$ cat src/rtl/wcb_pkg.sv
package wcb_pkg;
    typedef enum logic [2:0] {
        MT_UC = 3'd0,
        MT_WC = 3'd1,
        MT_WT = 3'd2,
        MT_WP = 3'd3,
        MT_WB = 3'd4
    } mem_type_e;

    typedef enum logic [1:0] {
        S_COMBINE = 2'd0,
        S_DRAIN   = 2'd1,
        S_PASS    = 2'd2
    } wcb_state_e;
endpackage

$ cat src/rtl/wcb_store_lane.sv
// Places a right-justified store into its quadword byte lanes.
module wcb_store_lane (
    input  logic [2:0]  byte_off,
    input  logic [1:0]  size_code,
    input  logic [63:0] raw_data,
    output logic [3:0]  nbytes,
    output logic [7:0]  lane_be,
    output logic [63:0] lane_data,
    output logic        hits_top
);
    logic [15:0] mask_wide;

    always_comb begin
        nbytes    = 4'd1 << size_code;
        mask_wide = ((16'd1 << nbytes) - 16'd1) << byte_off;
        lane_be   = mask_wide[7:0];
        lane_data = raw_data << {byte_off, 3'b000};
        hits_top  = ({1'b0, byte_off} + nbytes) == 4'd8;
    end
endmodule

$ cat src/rtl/wcb_merge_rules.sv
// Decides whether a store may join the open buffer or forces it closed first.
module wcb_merge_rules
    import wcb_pkg::*;
#(
    parameter int OFF_W = 6,
    parameter int TAG_W = 26
) (
    input  logic             buf_open,
    input  mem_type_e        buf_type,
    input  logic [TAG_W-1:0] buf_tag,
    input  logic [OFF_W-1:0] wt_next,
    input  mem_type_e        st_type,
    input  logic [TAG_W-1:0] st_tag,
    input  logic [OFF_W-1:0] st_off,
    output logic             uncomb,
    output logic             close_first
);
    logic mismatch;

    always_comb begin
        uncomb   = !((st_type == MT_WC) || (st_type == MT_WT));
        mismatch = uncomb
                || (st_type != buf_type)
                || (st_tag != buf_tag)
                || ((st_type == MT_WT) && (st_off != wt_next));
        close_first = buf_open && mismatch;
    end
endmodule

$ cat src/rtl/wc_line_buffer.sv
module wc_line_buffer
    import wcb_pkg::*;
#(
    parameter int ADDR_W     = 32,
    parameter int LINE_BYTES = 64
) (
    input  logic              clk,
    input  logic              rst_n,
    input  logic              st_valid,
    output logic              st_ready,
    input  logic [ADDR_W-1:0] st_addr,
    input  logic [1:0]        st_size,
    input  logic [2:0]        st_type,
    input  logic [63:0]       st_data,
    input  logic              flush,
    output logic              bus_valid,
    input  logic              bus_ready,
    output logic [ADDR_W-1:0] bus_addr,
    output logic [7:0]        bus_be,
    output logic [63:0]       bus_data,
    output logic              bus_burst
);
    localparam int NQW    = LINE_BYTES / 8;
    localparam int QI_W   = $clog2(NQW);
    localparam int OFF_W  = $clog2(LINE_BYTES);
    localparam int TAG_W  = ADDR_W - OFF_W;
    localparam int LINE_W = LINE_BYTES * 8;

    typedef struct packed {
        wcb_state_e            state;
        logic                  open;
        mem_type_e             mtype;
        logic [TAG_W-1:0]      tag;
        logic [OFF_W-1:0]      wt_next;
        logic [LINE_BYTES-1:0] vld;
        logic [LINE_W-1:0]     data;
        logic [QI_W-1:0]       qidx;
        logic [ADDR_W-1:0]     p_addr;
        logic [7:0]            p_be;
        logic [63:0]           p_data;
    } wcb_regs_t;

    wcb_regs_t r_q, r_d;

    mem_type_e        st_type_e;
    logic [TAG_W-1:0] st_tag;
    logic [OFF_W-1:0] st_off;
    logic [QI_W-1:0]  st_qw;
    logic [3:0]       nbytes;
    logic [7:0]       lane_be;
    logic [63:0]      lane_data;
    logic             hits_top;
    logic             uncomb;
    logic             close_first;
    logic [7:0]       cur_be;
    logic             line_full;

    assign st_type_e = mem_type_e'(st_type);
    assign st_tag    = st_addr[ADDR_W-1:OFF_W];
    assign st_off    = st_addr[OFF_W-1:0];
    assign st_qw     = st_addr[OFF_W-1:3];

    wcb_store_lane u_lane (
        .byte_off  (st_addr[2:0]),
        .size_code (st_size),
        .raw_data  (st_data),
        .nbytes    (nbytes),
        .lane_be   (lane_be),
        .lane_data (lane_data),
        .hits_top  (hits_top)
    );

    wcb_merge_rules #(.OFF_W(OFF_W), .TAG_W(TAG_W)) u_rules (
        .buf_open    (r_q.open),
        .buf_type    (r_q.mtype),
        .buf_tag     (r_q.tag),
        .wt_next     (r_q.wt_next),
        .st_type     (st_type_e),
        .st_tag      (st_tag),
        .st_off      (st_off),
        .uncomb      (uncomb),
        .close_first (close_first)
    );

    assign cur_be    = r_q.vld[{r_q.qidx, 3'b000} +: 8];
    assign line_full = &r_q.vld;
    assign st_ready  = (r_q.state == S_COMBINE) && !flush && !close_first;

    always_comb begin
        r_d       = r_q;
        bus_valid = 1'b0;
        bus_addr  = {r_q.tag, r_q.qidx, 3'b000};
        bus_be    = line_full ? 8'hFF : cur_be;
        bus_data  = r_q.data[{r_q.qidx, 6'b000000} +: 64];
        bus_burst = 1'b0;
        case (r_q.state)
            S_COMBINE: begin
                if (flush) begin
                    if (r_q.open) r_d.state = S_DRAIN;
                end else if (st_valid && close_first) begin
                    r_d.state = S_DRAIN;
                end else if (st_valid) begin
                    if (uncomb) begin
                        r_d.state  = S_PASS;
                        r_d.p_addr = {st_addr[ADDR_W-1:3], 3'b000};
                        r_d.p_be   = lane_be;
                        r_d.p_data = lane_data;
                    end else begin
                        r_d.open    = 1'b1;
                        r_d.mtype   = st_type_e;
                        r_d.tag     = st_tag;
                        r_d.wt_next = st_off + OFF_W'(nbytes);
                        for (int i = 0; i < LINE_BYTES; i++) begin
                            if ((i / 8) == int'(st_qw) && lane_be[i % 8]) begin
                                r_d.data[i*8 +: 8] = lane_data[(i % 8)*8 +: 8];
                                r_d.vld[i]         = 1'b1;
                            end
                        end
                        if (st_type_e == MT_WT && hits_top) r_d.state = S_DRAIN;
                        if (st_type_e == MT_WC && (&r_d.vld)) r_d.state = S_DRAIN;
                    end
                end
            end
            S_DRAIN: begin
                bus_valid = line_full || (|cur_be);
                bus_burst = line_full;
                if (!bus_valid || bus_ready) begin
                    if (r_q.qidx == QI_W'(NQW - 1)) begin
                        r_d.qidx  = '0;
                        r_d.vld   = '0;
                        r_d.open  = 1'b0;
                        r_d.state = S_COMBINE;
                    end else begin
                        r_d.qidx = r_q.qidx + 1'b1;
                    end
                end
            end
            S_PASS: begin
                bus_valid = 1'b1;
                bus_addr  = r_q.p_addr;
                bus_be    = r_q.p_be;
                bus_data  = r_q.p_data;
                if (bus_ready) r_d.state = S_COMBINE;
            end
            default: r_d.state = S_COMBINE;
        endcase
    end

    always_ff @(posedge clk) begin
        if (!rst_n) r_q <= '0;
        else        r_q <= r_d;
    end


    bus_hold_chk: assert property (@(posedge clk) disable iff (!rst_n)
        bus_valid && !bus_ready |=> bus_valid && $stable(bus_addr) && $stable(bus_be)
                                    && $stable(bus_data) && $stable(bus_burst));

    stall_while_busy_chk: assert property (@(posedge clk) disable iff (!rst_n)
        bus_valid |-> !st_ready);

    burst_full_be_chk: assert property (@(posedge clk) disable iff (!rst_n)
        bus_valid && bus_burst |-> bus_be == 8'hFF);

    pass_after_empty_chk: assert property (@(posedge clk) disable iff (!rst_n)
        r_q.state == S_PASS |-> !r_q.open);

    flush_drains_chk: assert property (@(posedge clk) disable iff (!rst_n)
        flush && r_q.open && r_q.state == S_COMBINE |=> r_q.state == S_DRAIN);
endmodule

$ cat config.mk
export PLATFORM = sky130hd
export DESIGN_NAME = wc_line_buffer
export DESIGN_NICKNAME = d
export VERILOG_FILES = /design/src/rtl/wcb_pkg.sv /design/src/rtl/wcb_store_lane.sv /design/src/rtl/wcb_merge_rules.sv /design/src/rtl/wc_line_buffer.sv
export SDC_FILE = /design/constraint.sdc
export NUM_CORES = 2
export LEC_CHECK = 0
export BUFFER_PORTS_ARGS = -buffer_cell sky130_fd_sc_hd__buf_2
export CAP_MARGIN = 10
export CORE_UTILIZATION = 55
export CTS_CLUSTER_DIAMETER = 80
export DETAILED_ROUTE_END_ITERATION = 10
export GPL_ROUTABILITY_DRIVEN = 0
export PLACE_DENSITY = 0.73
export SLEW_MARGIN = 20
export SYNTH_ARGS = -nofsm -noshare
export SYNTH_HDL_FRONTEND = slang
export SYNTH_SLANG_ARGS = --single-unit
$ cat constraint.sdc
create_clock -name clk -period 4 [get_ports clk]
set_clock_uncertainty 0.05 [all_clocks]
set_input_delay 0.4 -clock clk [delete_from_list [all_inputs] [get_ports clk]]
set_output_delay 0.4 -clock clk [all_outputs]
set_load 0.01 [all_outputs]
==> out/metrics.yaml <==
sta:
  worst_pin_slew_ns: 0.976
  fin_crit_ns: 3.63
  fin_crit_sh_pct: 90.8
  fin_setup_tns_ns: 0
  relSlewSlack_pct: 34.2
  setup_violations: 0
  hold_violations: 0
  max_freq_mhz: 275
  slew_violations: 0
  rsz0062_at_grt: "false"
  hold_slack_ns: 0.0622
routing:
  drtIter0Drc: 3286
  drt-total-wl_um: 103000
  route.detailed.drc: 0
  drtAntennaViolNets: 0
  routedWlPerCell_um: 21.6
  num_vias: 29531
  first_pass_iters: 6
  viasPerCell: 6.17
run_status:
  status: "finished, final reports clean"
clocking:
  cts_resized: 0
  clk_latency_ns: 0.63
  htree_levels: 3
  clk_pin_slew_ns: 0.06
  cts_tree: "done"
  numCtsBuffers: 77
  clockBufferDepth: 3
  clkSinkCount: 718
  cts_root_buf: "clkbuf_16"
global_routing:
  grt_max_degree: 132
  grt_pass1_wl_um: 160000
  grt_pass1_vias: 27828
  grt-ovfl-total: 0
  grt_use_total_pct: 31.7
  antenna_found_initial: 5
setup_path:
  regToRegEndpoint: "r_q[163]"
  crit_path_max_fanout: 64
  critPathLaunchType: "flip-flop"
  critPathRequiredTime_ns: 3.55
  reg2reg_depth: 9
  reg2reg_slack_ns: 0.55
  crit_arrival_ns: 3.18
  path_class: "reg -> out"
  rr_startpoint: "r_q[698]"
  worst_setup_path_end_kind: "output port"
pwr:
  power_mw: 16.6
  ir_worst_vdd_v: 0.000276
  p_leak_nw: 17.2
  powerDensity_nw_per_um2: 419
die:
  design.core.area_um2: 62100
  design.portCount: 213
  dieArea_um2: 64100
  start_util_pct: 56.0
  rows: 91
  die_x_um: 253
  die_h_um: 253
placed_design:
  dp_hpwl_um: 66000
  io_buffers: 209
logic_synthesis:
  syn_area_per_cell_um2: 9.16
  async_flop_share_pct: 0
  synth_cell_type_count: 73
  ys_warn_count: 0
  synthAdderAreaFrac_pct: 0.382
  synth_flop_cell: "dfxtp_1"
  synth_cells: 3793
  synthXorXnorAreaFrac_pct: 1.01
  synth_edf_count: 0
  yosysTopAreaCellShare_pct: 41.4
  synth_area_leaders: "dfxtp_1 (41%), mux2i_1 (13%), mux4_2 (9.1%)"
  synth_seq_cells: 718
  synthSimpleGateAreaFrac_pct: 15.7
  ys_seq_area_share_pct: 41.4
  yosys.area.top_type: "dfxtp_1"
  synthMuxAreaShare_pct: 23.9
  synth_compound_area_share_pct: 12.9
  syn_area_um2: 34700
  ys_top_cells_by_count: "dfxtp_1 (718), nor2_1 (559), mux2i_1 (462)"
  synth_most_common_cell: "dfxtp_1"
  synth_top_family_by_area: "multiplexers"
cells_and_area:
  multi_input_area_um2: 18800
  seq_area_um2: 14400
  largest_register_ff_count: 718
  drive_gt1_share_pct: 17.3
  reg_top3: "r_q x718"
  fillers: 5105
  area_growth_syn_to_layout_pct: 14.1
  largest_register: "r_q"
  nNetsFinal: 4006
hold_path:
  hold_path_class: "in -> reg"
  whs_path_depth: 3
  hp-start: "st_type[0]"
  min_to: "r_q[715]"
flow_run:
  maxCapViolCount: 0
==> worst max-delay path, cell delays in order, from the launching register on <==
cell and delay, ns:
dfxtp_4 0.72, buf_12 0.51, mux4_2 0.59, mux2i_1 0.18, o21ai_0 0.24, buf_2 0.24
==> through the flow <==
step           cell area, um^2  cells  setup slack, ns  utilization, %
3_3_place_gp             36700   4621            0.423            59.1
3_5_place_dp             36700   4621            0.392            59.1
6_report                 39600   4789            0.368            63.9
5_1_grt                  39600   4787            0.245            63.9
2_1_floorplan            34700   3795             1.04               -
4_1_cts                  39600   4786            0.363            63.8
==> power by group <==
group / leakage, nW / total, mW / switching [mW] / internal, mW
combinational: 10.1 / 1.79 / 1.19 / 0.595
clock: 1.32 / 7.48 / 2.97 / 4.51
sequential: 5.79 / 7.35 / 0.0985 / 7.25
total: 17.2 / 16.6 / 4.26 / 12.4
==> cell type report <==
cell class / count / share of cell area [%]
Antenna cell: 2 / 0.0126
Clock buffer: 110 / 5.69
Clock inverter: 29 / 1.02
Inverter: 74 / 0.720
Multi-Input combinational cell: 2661 / 47.4
Sequential cell: 718 / 36.3
Tap cell: 837 / 2.64
Timing Repair Buffer: 358 / 6.18
==> cells by family after synthesis <==
| family | after synthesis |
|---|---|
| other cells | 1 |
| fa+ha+maj | 10 |
| buf+inv | 416 |
| flops | 718 |
| compound gates | 709 |
| mux | 647 |
| xor+xnor | 40 |
| simple gates | 1252 |
==> timing repair <==
action / in CTS / in global routing
setup buffers: 0 / 0
setup endpoints to repair: 0 / 0
hold buffers: 26 / 0
endpoints found under the hold margin: 49 / 0
==> worst max path at each step <==
stage                            from      endpoint  slack [ns]  depth (start not counted)
after floorplan              r_q[105]  bus_data[32]        1.04                          7
after detailed placement  st_addr[29]      r_q[444]        0.39                         10
after global routing         r_q[105]  bus_data[41]        0.24                          5
final                        r_q[105]  bus_data[41]        0.37                          5
after CTS                    r_q[105]  bus_data[41]        0.36                          5
after global placement     st_addr[1]      r_q[719]        0.42                         10
==> layout by cell type (no fill, tap or decap), types with 17 or more instances in the layout <==
cell           Yosys  routed
mux4_2           140     140
nor2_1           559     557
o211a_1           64      64
a22oi_1           24      24
nor4_1            26      26
buf_12             0      17
dfxtp_1          718     715
nor2b_1           36      35
a211oi_1          82      82
mux2i_1          462     462
nand3_2           23      23
nor3_1            98      96
buf_4              8     109
a21oi_1          240     239
o21ai_0          176     175
nand2_1          385     385
inv_1             73      73
clkbuf_16          0      79
nand4_1           24      24
dlygate4sd3_1      0      26
nand3_1           43      43
xor2_1            34      34
buf_2             44     206
a32oi_1           42      42
mux2_2            45      45
==> per-layer routing <==
metal,track usage [%],vias up,wire length (um)
li1,-,13633,-
met1,42.6,14214,43300
met2,50.4,1385,47000
met3,5.28,293,8620
met4,13.9,6,4390
met5,0,-,35
Power figures use the tool's default switching activity.
